## src/rtl/divstep_pkg.sv

```systemverilog
package divstep_pkg;

    typedef enum logic [2:0] {
        MD_U16   = 3'd0,
        MD_S16   = 3'd1,
        MD_U32S  = 3'd2,
        MD_S32S  = 3'd3,
        MD_F16   = 3'd4,
        MD_F32   = 3'd5,
        MD_U32L  = 3'd6,
        MD_S32L  = 3'd7
    } div_mode_e;

    typedef enum logic [1:0] {
        ST_IDLE  = 2'd0,
        ST_ARMED = 2'd1,
        ST_RUN   = 2'd2
    } div_state_e;

    function automatic logic mode_is_long(input div_mode_e m);
        return (m == MD_U32L) || (m == MD_S32L);
    endfunction

    function automatic logic mode_is_signed(input div_mode_e m);
        return !((m == MD_U16) || (m == MD_U32S) || (m == MD_U32L));
    endfunction

endpackage

```

## src/rtl/divstep_prep.sv

```systemverilog
module divstep_prep
    import divstep_pkg::*;
#(
    parameter int DATA_W = 32
) (
    input  div_mode_e          mode,
    input  logic [DATA_W-1:0]  dvd,
    input  logic [DATA_W-1:0]  dvs,
    output logic [DATA_W-1:0]  num_mag,
    output logic [DATA_W-1:0]  den_mag,
    output logic               num_neg,
    output logic               den_neg,
    output logic               den_zero,
    output logic               hi_ovf
);
    localparam int HALF = DATA_W / 2;

    logic [DATA_W-1:0] num_ext;
    logic [DATA_W-1:0] den_ext;
    logic              sgn;
    logic              lng;

    assign sgn = mode_is_signed(mode);
    assign lng = mode_is_long(mode);

    always_comb begin
        case (mode)
            MD_U16:  num_ext = {{HALF{1'b0}}, dvd[HALF-1:0]};
            MD_S16:  num_ext = {{HALF{dvd[HALF-1]}}, dvd[HALF-1:0]};
            MD_F16:  num_ext = {dvd[HALF-1:0], {HALF{1'b0}}};
            default: num_ext = dvd;
        endcase
    end

    always_comb begin
        if (lng)
            den_ext = dvs;
        else if (sgn)
            den_ext = {{HALF{dvs[HALF-1]}}, dvs[HALF-1:0]};
        else
            den_ext = {{HALF{1'b0}}, dvs[HALF-1:0]};
    end

    assign num_neg  = sgn && num_ext[DATA_W-1];
    assign den_neg  = sgn && den_ext[DATA_W-1];
    assign num_mag  = num_neg ? (~num_ext + 1'b1) : num_ext;
    assign den_mag  = den_neg ? (~den_ext + 1'b1) : den_ext;
    assign den_zero = (den_ext == '0);
    // the upper magnitude half must stay below the divisor for the quotient to fit in HALF bits
    assign hi_ovf   = !lng && ({{HALF{1'b0}}, num_mag[DATA_W-1:HALF]} >= den_mag);

endmodule

```

## src/rtl/divstep_slices.sv

```systemverilog
module divstep_slices #(
    parameter int DATA_W = 32,
    parameter int SLICES = 4,
    parameter int CNT_W  = $clog2(SLICES + 1)
) (
    input  logic [DATA_W-1:0] rem_i,
    input  logic [DATA_W-1:0] feed_i,
    input  logic [DATA_W-1:0] quo_i,
    input  logic [DATA_W-1:0] den_i,
    input  logic [CNT_W-1:0]  nbits_i,
    output logic [DATA_W-1:0] rem_o,
    output logic [DATA_W-1:0] feed_o,
    output logic [DATA_W-1:0] quo_o
);
    logic [DATA_W-1:0] rem_c  [SLICES+1];
    logic [DATA_W-1:0] feed_c [SLICES+1];
    logic [DATA_W-1:0] quo_c  [SLICES+1];

    assign rem_c[0]  = rem_i;
    assign feed_c[0] = feed_i;
    assign quo_c[0]  = quo_i;

    for (genvar g = 0; g < SLICES; g++) begin : g_slice
        logic [DATA_W:0] shifted;
        logic            take;
        logic            active;

        assign active  = (CNT_W'(g) < nbits_i);
        assign shifted = {rem_c[g], feed_c[g][DATA_W-1]};
        assign take    = (shifted >= {1'b0, den_i});

        assign rem_c[g+1]  = active ? DATA_W'(take ? (shifted - {1'b0, den_i}) : shifted)
                                    : rem_c[g];
        assign feed_c[g+1] = active ? {feed_c[g][DATA_W-2:0], 1'b0} : feed_c[g];
        assign quo_c[g+1]  = active ? {quo_c[g][DATA_W-2:0], take} : quo_c[g];
    end

    assign rem_o  = rem_c[SLICES];
    assign feed_o = feed_c[SLICES];
    assign quo_o  = quo_c[SLICES];

endmodule

```

## src/rtl/divstep_post.sv

```systemverilog
module divstep_post
    import divstep_pkg::*;
#(
    parameter int DATA_W = 32
) (
    input  div_mode_e          mode,
    input  logic [DATA_W-1:0]  quo_mag,
    input  logic [DATA_W-1:0]  rem_mag,
    input  logic               num_neg,
    input  logic               den_neg,
    input  logic               hi_ovf,
    output logic [DATA_W-1:0]  quotient,
    output logic [DATA_W-1:0]  remainder,
    output logic               fc,
    output logic               fn,
    output logic               fov,
    output logic               fz
);
    localparam int HALF = DATA_W / 2;
    localparam logic [HALF-1:0] HALF_MIN = {1'b1, {(HALF-1){1'b0}}};

    logic            sgn;
    logic            lng;
    logic            q_neg;
    logic [HALF-1:0] q_short;
    logic [HALF-1:0] r_short;
    logic [DATA_W-1:0] q_long;
    logic [DATA_W-1:0] r_long;

    assign sgn   = mode_is_signed(mode);
    assign lng   = mode_is_long(mode);
    assign q_neg = sgn && (num_neg ^ den_neg);

    assign q_short = q_neg   ? (~quo_mag[HALF-1:0] + 1'b1) : quo_mag[HALF-1:0];
    assign r_short = num_neg ? (~rem_mag[HALF-1:0] + 1'b1) : rem_mag[HALF-1:0];
    assign q_long  = q_neg   ? (~quo_mag + 1'b1) : quo_mag;
    assign r_long  = num_neg ? (~rem_mag + 1'b1) : rem_mag;

    always_comb begin
        if (lng) begin
            quotient  = q_long;
            remainder = r_long;
            fov       = sgn && !q_neg && quo_mag[DATA_W-1];
            fn        = sgn && r_long[DATA_W-1];
        end else begin
            quotient  = {{HALF{1'b0}}, q_short};
            remainder = {{HALF{1'b0}}, r_short};
            fov       = hi_ovf || (sgn && (q_neg ? (quo_mag[HALF-1:0] > HALF_MIN)
                                                 : quo_mag[HALF-1]));
            fn        = sgn && r_short[HALF-1];
        end
        fz = (remainder == '0);
        fc = quo_mag[0];
    end

endmodule

```

## src/rtl/divstep_unit.sv

```systemverilog
module divstep_unit
    import divstep_pkg::*;
#(
    parameter int DATA_W      = 32,
    parameter int SLICES      = 4,
    parameter int SHORT_STEPS = 6,
    parameter int LONG_STEPS  = 10
) (
    input  logic              clk,
    input  logic              rst_n,
    input  logic              start_i,
    input  logic              step_i,
    input  logic [2:0]        mode_i,
    input  logic [DATA_W-1:0] dividend_i,
    input  logic [DATA_W-1:0] divisor_i,
    output logic [DATA_W-1:0] quotient_o,
    output logic [DATA_W-1:0] remainder_o,
    output logic              flag_c_o,
    output logic              flag_n_o,
    output logic              flag_ov_o,
    output logic              flag_z_o,
    output logic              div_zero_trap_o,
    output logic              done_o
);
    localparam int HALF        = DATA_W / 2;
    localparam int SHORT_BITS  = SLICES - 1;
    localparam int SHORT_FIRST = HALF - (SHORT_STEPS - 1) * SHORT_BITS;
    localparam int LONG_BITS   = DATA_W / (LONG_STEPS - 2);
    localparam int CNT_W       = $clog2(SLICES + 1);
    localparam int STEP_W      = $clog2(LONG_STEPS);

    div_state_e        state_q, state_d;
    div_mode_e         mode_q;
    logic [DATA_W-1:0] dvd_q, dvs_q;
    logic [STEP_W-1:0] idx_q;
    logic [DATA_W-1:0] rem_q, feed_q, quo_q, den_q;
    logic              num_neg_q, den_neg_q, hi_ovf_q;

    logic [DATA_W-1:0] p_num_mag, p_den_mag;
    logic              p_num_neg, p_den_neg, p_den_zero, p_hi_ovf;

    logic [DATA_W-1:0] s_rem_in, s_feed_in, s_quo_in, s_den_in;
    logic [CNT_W-1:0]  s_nbits;
    logic [DATA_W-1:0] s_rem, s_feed, s_quo;

    logic [DATA_W-1:0] o_quo, o_rem;
    logic              o_c, o_n, o_ov, o_z;

    logic              adv;
    logic              lng;
    logic              last;
    logic              fire_done;
    logic              fire_trap;

    assign adv  = step_i && !start_i;
    assign lng  = mode_is_long(mode_q);
    assign last = lng ? (idx_q == STEP_W'(LONG_STEPS - 1))
                      : (idx_q == STEP_W'(SHORT_STEPS - 1));

    divstep_prep #(.DATA_W(DATA_W)) u_prep (
        .mode     (mode_q),
        .dvd      (dvd_q),
        .dvs      (dvs_q),
        .num_mag  (p_num_mag),
        .den_mag  (p_den_mag),
        .num_neg  (p_num_neg),
        .den_neg  (p_den_neg),
        .den_zero (p_den_zero),
        .hi_ovf   (p_hi_ovf)
    );

    // slice inputs: prepared operands on the first strobe, held state afterwards
    always_comb begin
        if (state_q == ST_ARMED) begin
            if (lng) begin
                s_rem_in  = '0;
                s_feed_in = p_num_mag;
                s_nbits   = '0;
            end else begin
                s_rem_in  = {{HALF{1'b0}}, p_num_mag[DATA_W-1:HALF]};
                s_feed_in = {p_num_mag[HALF-1:0], {HALF{1'b0}}};
                s_nbits   = CNT_W'(SHORT_FIRST);
            end
            s_quo_in = '0;
            s_den_in = p_den_mag;
        end else begin
            s_rem_in  = rem_q;
            s_feed_in = feed_q;
            s_quo_in  = quo_q;
            s_den_in  = den_q;
            if (lng)
                s_nbits = last ? '0 : CNT_W'(LONG_BITS);
            else
                s_nbits = CNT_W'(SHORT_BITS);
        end
    end

    divstep_slices #(.DATA_W(DATA_W), .SLICES(SLICES), .CNT_W(CNT_W)) u_slices (
        .rem_i   (s_rem_in),
        .feed_i  (s_feed_in),
        .quo_i   (s_quo_in),
        .den_i   (s_den_in),
        .nbits_i (s_nbits),
        .rem_o   (s_rem),
        .feed_o  (s_feed),
        .quo_o   (s_quo)
    );

    divstep_post #(.DATA_W(DATA_W)) u_post (
        .mode      (mode_q),
        .quo_mag   (s_quo),
        .rem_mag   (s_rem),
        .num_neg   (num_neg_q),
        .den_neg   (den_neg_q),
        .hi_ovf    (hi_ovf_q),
        .quotient  (o_quo),
        .remainder (o_rem),
        .fc        (o_c),
        .fn        (o_n),
        .fov       (o_ov),
        .fz        (o_z)
    );

    // next-state: launch / trap_exit / begin / advance / finish
    always_comb begin
        state_d = state_q;
        if (start_i) begin
            state_d = ST_ARMED;
        end else begin
            unique case (state_q)
                ST_IDLE:  state_d = ST_IDLE;
                ST_ARMED: if (step_i) state_d = p_den_zero ? ST_IDLE : ST_RUN;
                ST_RUN:   if (step_i && last) state_d = ST_IDLE;
                default:  state_d = ST_IDLE;
            endcase
        end
    end

    assign fire_done = adv && (state_q == ST_RUN) && last;
    assign fire_trap = adv && (state_q == ST_ARMED) && p_den_zero;

    always_ff @(posedge clk or negedge rst_n) begin
        if (!rst_n) state_q <= ST_IDLE;
        else        state_q <= state_d;
    end

    // iteration datapath
    always_ff @(posedge clk or negedge rst_n) begin
        if (!rst_n) begin
            mode_q    <= MD_U16;
            dvd_q     <= '0;
            dvs_q     <= '0;
            idx_q     <= '0;
            rem_q     <= '0;
            feed_q    <= '0;
            quo_q     <= '0;
            den_q     <= '0;
            num_neg_q <= 1'b0;
            den_neg_q <= 1'b0;
            hi_ovf_q  <= 1'b0;
        end else if (start_i) begin
            mode_q <= div_mode_e'(mode_i);
            dvd_q  <= dividend_i;
            dvs_q  <= divisor_i;
            idx_q  <= '0;
        end else if (adv && (state_q == ST_ARMED) && !p_den_zero) begin
            rem_q     <= s_rem;
            feed_q    <= s_feed;
            quo_q     <= s_quo;
            den_q     <= p_den_mag;
            num_neg_q <= p_num_neg;
            den_neg_q <= p_den_neg;
            hi_ovf_q  <= p_hi_ovf;
            idx_q     <= idx_q + 1'b1;
        end else if (adv && (state_q == ST_RUN)) begin
            rem_q  <= s_rem;
            feed_q <= s_feed;
            quo_q  <= s_quo;
            idx_q  <= idx_q + 1'b1;
        end
    end

    // result and pulse outputs
    always_ff @(posedge clk or negedge rst_n) begin
        if (!rst_n) begin
            quotient_o      <= '0;
            remainder_o     <= '0;
            flag_c_o        <= 1'b0;
            flag_n_o        <= 1'b0;
            flag_ov_o       <= 1'b0;
            flag_z_o        <= 1'b0;
            done_o          <= 1'b0;
            div_zero_trap_o <= 1'b0;
        end else begin
            done_o          <= fire_done;
            div_zero_trap_o <= fire_trap;
            if (fire_done) begin
                quotient_o  <= o_quo;
                remainder_o <= o_rem;
                flag_c_o    <= o_c;
                flag_n_o    <= o_n;
                flag_ov_o   <= o_ov;
                flag_z_o    <= o_z;
            end
        end
    end

endmodule

```

## config.mk

```make
export PLATFORM = sky130hd
export DESIGN_NAME = divstep_unit
export DESIGN_NICKNAME = d
export VERILOG_FILES = /design/src/rtl/divstep_pkg.sv /design/src/rtl/divstep_prep.sv /design/src/rtl/divstep_slices.sv /design/src/rtl/divstep_post.sv /design/src/rtl/divstep_unit.sv
export SDC_FILE = /design/constraint.sdc
export NUM_CORES = 1
export LEC_CHECK = 0
export BUFFER_PORTS_ARGS = -buffer_cell sky130_fd_sc_hd__buf_2
export CAP_MARGIN = 15
export CELL_PAD_IN_SITES_DETAIL_PLACEMENT = 1
export CELL_PAD_IN_SITES_GLOBAL_PLACEMENT = 1
export CORE_MARGIN = 8
export CORE_UTILIZATION = 53
export CTS_BUF_LIST = sky130_fd_sc_hd__clkbuf_4
export DETAILED_ROUTE_END_ITERATION = 7
export HOLD_SLACK_MARGIN = 0.12
export PLACE_DENSITY = 0.87
export RECOVER_POWER = 25
export SLEW_MARGIN = 15
export SYNTH_ARGS = -nofsm -noshare
export SYNTH_HDL_FRONTEND = slang
export SYNTH_HIERARCHICAL = 1
export SYNTH_SLANG_ARGS = --single-unit
```

## constraint.sdc

```tcl
create_clock -name clk -period 41.7 [get_ports clk]
set_clock_uncertainty 0.05 [all_clocks]
set_input_delay 12.51 -clock clk [delete_from_list [all_inputs] [get_ports clk]]
set_output_delay 12.51 -clock clk [all_outputs]
set_load 0.02 [all_outputs]
```

==> qor.csv <==
metric,value,unit
status,"finished, violations left",
violated checks,"capacitance limit, slew limit",
Setup CP Type,flip-flop to flip-flop,
Fin Setup TNS,0,ns
synth warn,6,
drt via density,6.88,
die area,0.0628,mm²
Crit path arrival time,22.20,ns
average wire per standard cell,27.4,µm
gpl congestion,1.01,
critical path's largest stage delay,0.98,ns
post-CTS setup buffers,0,
clk slew on worst S/H paths,0.06,ns
pin count of the biggest net entering global routing,177,
CP max stage cell,dfrtp_1,
R2R Setup Slk,20.15,ns
proportion of layout cells with a drive suffix above 1,0.183,
Die Width,251,µm
relative slew slack,-2.14,
clk root buf,clkbuf_4,
Worst EP required,42.35,ns
Main synth FF type,dfrtp_1,
Async SR Flop Fraction,1.00,
Syn-to-layout area delta,7.19,%
Critical Path Fanout Max,32,
hold buffers post-CTS,0,
Worst-Skew Late Latency,0.86,ns
reg2reg start,mode_q[1],
fin crit share,0.517,
sequential share of the synthesized area,0.235,
H-tree Lvls,3,
Initial Util,0.532,
vias in the first global route,32000,
post-DP HPWL,88400,µm
WL final,121000,µm
TritonCTS clock tree,done,
DRT met1 WL,46700,µm
Tot GR Track Use,0.373,
Num CTS Buffers,82,
fillcell total,6720,
routed wl met3,7420,µm
I/O Pins,141,
DRT antenna net count,0,
"Distinct cells, synth",112,
Worst setup SP type,flip-flop,
Highest Signal Layer,met4,
synthesized instance count,3599,
RSZ-0062 raised after global routing,false,
Layout Nets,3875,
Port Buffer Count,140,
fmax,0.0464,GHz
Worst setup EP type,flip-flop,
vias post-DR,30400,
FF-to-FF End,flag_z_o,
count of final setup violators,0,
R2R depth,62,
Max clock buf depth,3,
worst min-delay path category,flip-flop to flip-flop,
WL met2,57300,µm
first-pass GRT wire length,187000,µm
Synth Register Bits,274,
initial antenna violation count,3,
Max-Cap Viols,3,
net count after synthesis,3824,
Post-synth EDFFs,0,
row count,86,
Post-Syn Area per Cell,8.10,µm²
post-layout minimum cycle time,21.55,ns
Least-Margin Pin Slew,4.71,ns
fin. max-slew vios,223,
post-cts gate resize count,0,
"Cell Area, Synth",0.0292,mm²
combined area of the multi-input logic cells,0.0209,mm²
CTS sink cnt,274,
Register Area,0.00686,mm²
Overflow after GRT,0,
DR iter-0 viols,2706,
Post-route DRC,0,
Fin. Hold Viols,0,
hold endpoint,den_q[26],
worst hold stages,1,
HP Start,den_q[26],
Die Y,251,µm
drt pass-1 iters,5,
Core Area,0.0548,mm²
## synthesized netlist by cell type (all sizes together), types with 73 or more instances
| cell type | instances | area [µm²] |
|---|---|---|
| a21oi | 247 | 1250 |
| a31oi | 73 | 505 |
| and2 | 91 | 569 |
| buf | 102 | 552 |
| clkbuf | 126 | 474 |
| dfrtp | 274 | 6860 |
| ha | 150 | 1880 |
| inv | 129 | 484 |
| mux2 | 287 | 3230 |
| mux2i | 78 | 781 |
| nand2 | 365 | 1380 |
| nand3 | 101 | 505 |
| nor2 | 279 | 1060 |
| o21ai | 228 | 1150 |
| xnor2 | 124 | 1090 |
## area by class of cell
| type | instances | share of cell area |
|---|---|---|
| Inverter | 130 | 0.0156 |
| Clock inverter | 28 | 0.00444 |
| Clock buffer | 110 | 0.0264 |
| Antenna cell | 2 | 0.000160 |
| Multi-Input combinational cell | 2967 | 0.670 |
| Timing Repair Buffer | 195 | 0.0358 |
| Tap cell | 704 | 0.0282 |
| Sequential cell | 274 | 0.219 |
## worst max-delay path, delay by kind of cell, from the launching register on
| family | cells | cell delay [ns] |
|---|---|---|
| mux | 2 | 0.69 |
| buf+inv | 5 | 1.90 |
| fa+ha+maj | 4 | 1.29 |
| xor+xnor | 1 | 0.64 |
| compound gates | 32 | 9.40 |
| flops | 1 | 0.98 |
| simple gates | 18 | 6.37 |
## routing by layer
metal,GRT usage,vias up
met4,0.259,0
met5,0,-
met3,0.0661,499
met2,0.625,1326
met1,0.430,15100
li1,-,13400
## flip-flops by register name, indices dropped and copies added (netlist names)
| signal | flops |
|---|---|
| den_neg_q | 1 |
| den_q | 32 |
| div_zero_trap_o | 1 |
| done_o | 1 |
| dvd_q | 32 |
| dvs_q | 32 |
| feed_q | 32 |
| flag_c_o | 1 |
| flag_n_o | 1 |
| flag_ov_o | 1 |
| flag_z_o | 1 |
| hi_ovf_q | 1 |
| idx_q | 4 |
| mode_q | 3 |
| num_neg_q | 1 |
| quo_q | 32 |
| quotient_o | 32 |
| rem_q | 32 |
| remainder_o | 32 |
| state_q | 2 |
## cell families after synthesis
logic type      synth area share
simple gates               0.202
compound gates             0.246
mux                        0.140
buf+inv                   0.0519
flops                      0.235
xor+xnor                  0.0580
fa+ha+maj                 0.0671
## metrics by stage
step	hold WS [ns]	cells	area, µm²	worst slack [ns]	util
after CTS	0.443	4408	31300	20.53	0.571
after global placement	0.417	4270	30300	21.67	0.553
final	0.440	4410	31300	20.15	0.571
after detailed placement	0.430	4270	30300	20.81	0.553
after floorplan	0.408	3599	29200	26.49	-
after global routing	0.462	4409	31200	19.20	0.571
## how the worst max path moves through the flow
stage / end / start / cells past startpoint / slack [ns]
after detailed placement: flag_z_o / mode_q[0] / 62 / 20.81
after CTS: flag_z_o / mode_q[0] / 62 / 20.53
final: flag_z_o / mode_q[1] / 62 / 20.15
after global placement: flag_z_o / mode_q[0] / 62 / 21.67
after floorplan: flag_z_o / mode_q[2] / 70 / 26.49
after global routing: flag_z_o / mode_q[2] / 61 / 19.20
## layout by cell type, fill, tap and decap left out, drive strengths merged, types with 14 or more instances in the layout
master	instances
o31ai	35
o21a	29
buf	192
or2	27
a31oi	73
mux2	287
nor4	29
a2111oi	14
nor3	71
a31o	14
and2	91
clkbuf	113
nor2b	24
o21ai	228
a22o	37
a211oi	70
inv	131
xnor2	124
nand2b	35
xor2	69
mux2i	78
nand2	365
a211o	21
or3	30
a21oi	247
o211ai	54
clkinv	24
a21boi	16
dfrtp	274
o41ai	15
nand4	60
and3	28
nor2	279
a21o	63
ha	150
a311oi	16
o221ai	14
nand3	101
Power is left out: the tool's default activity adds up to more than one toggle a clock period on the data nets, which glitch-free logic cannot reach.
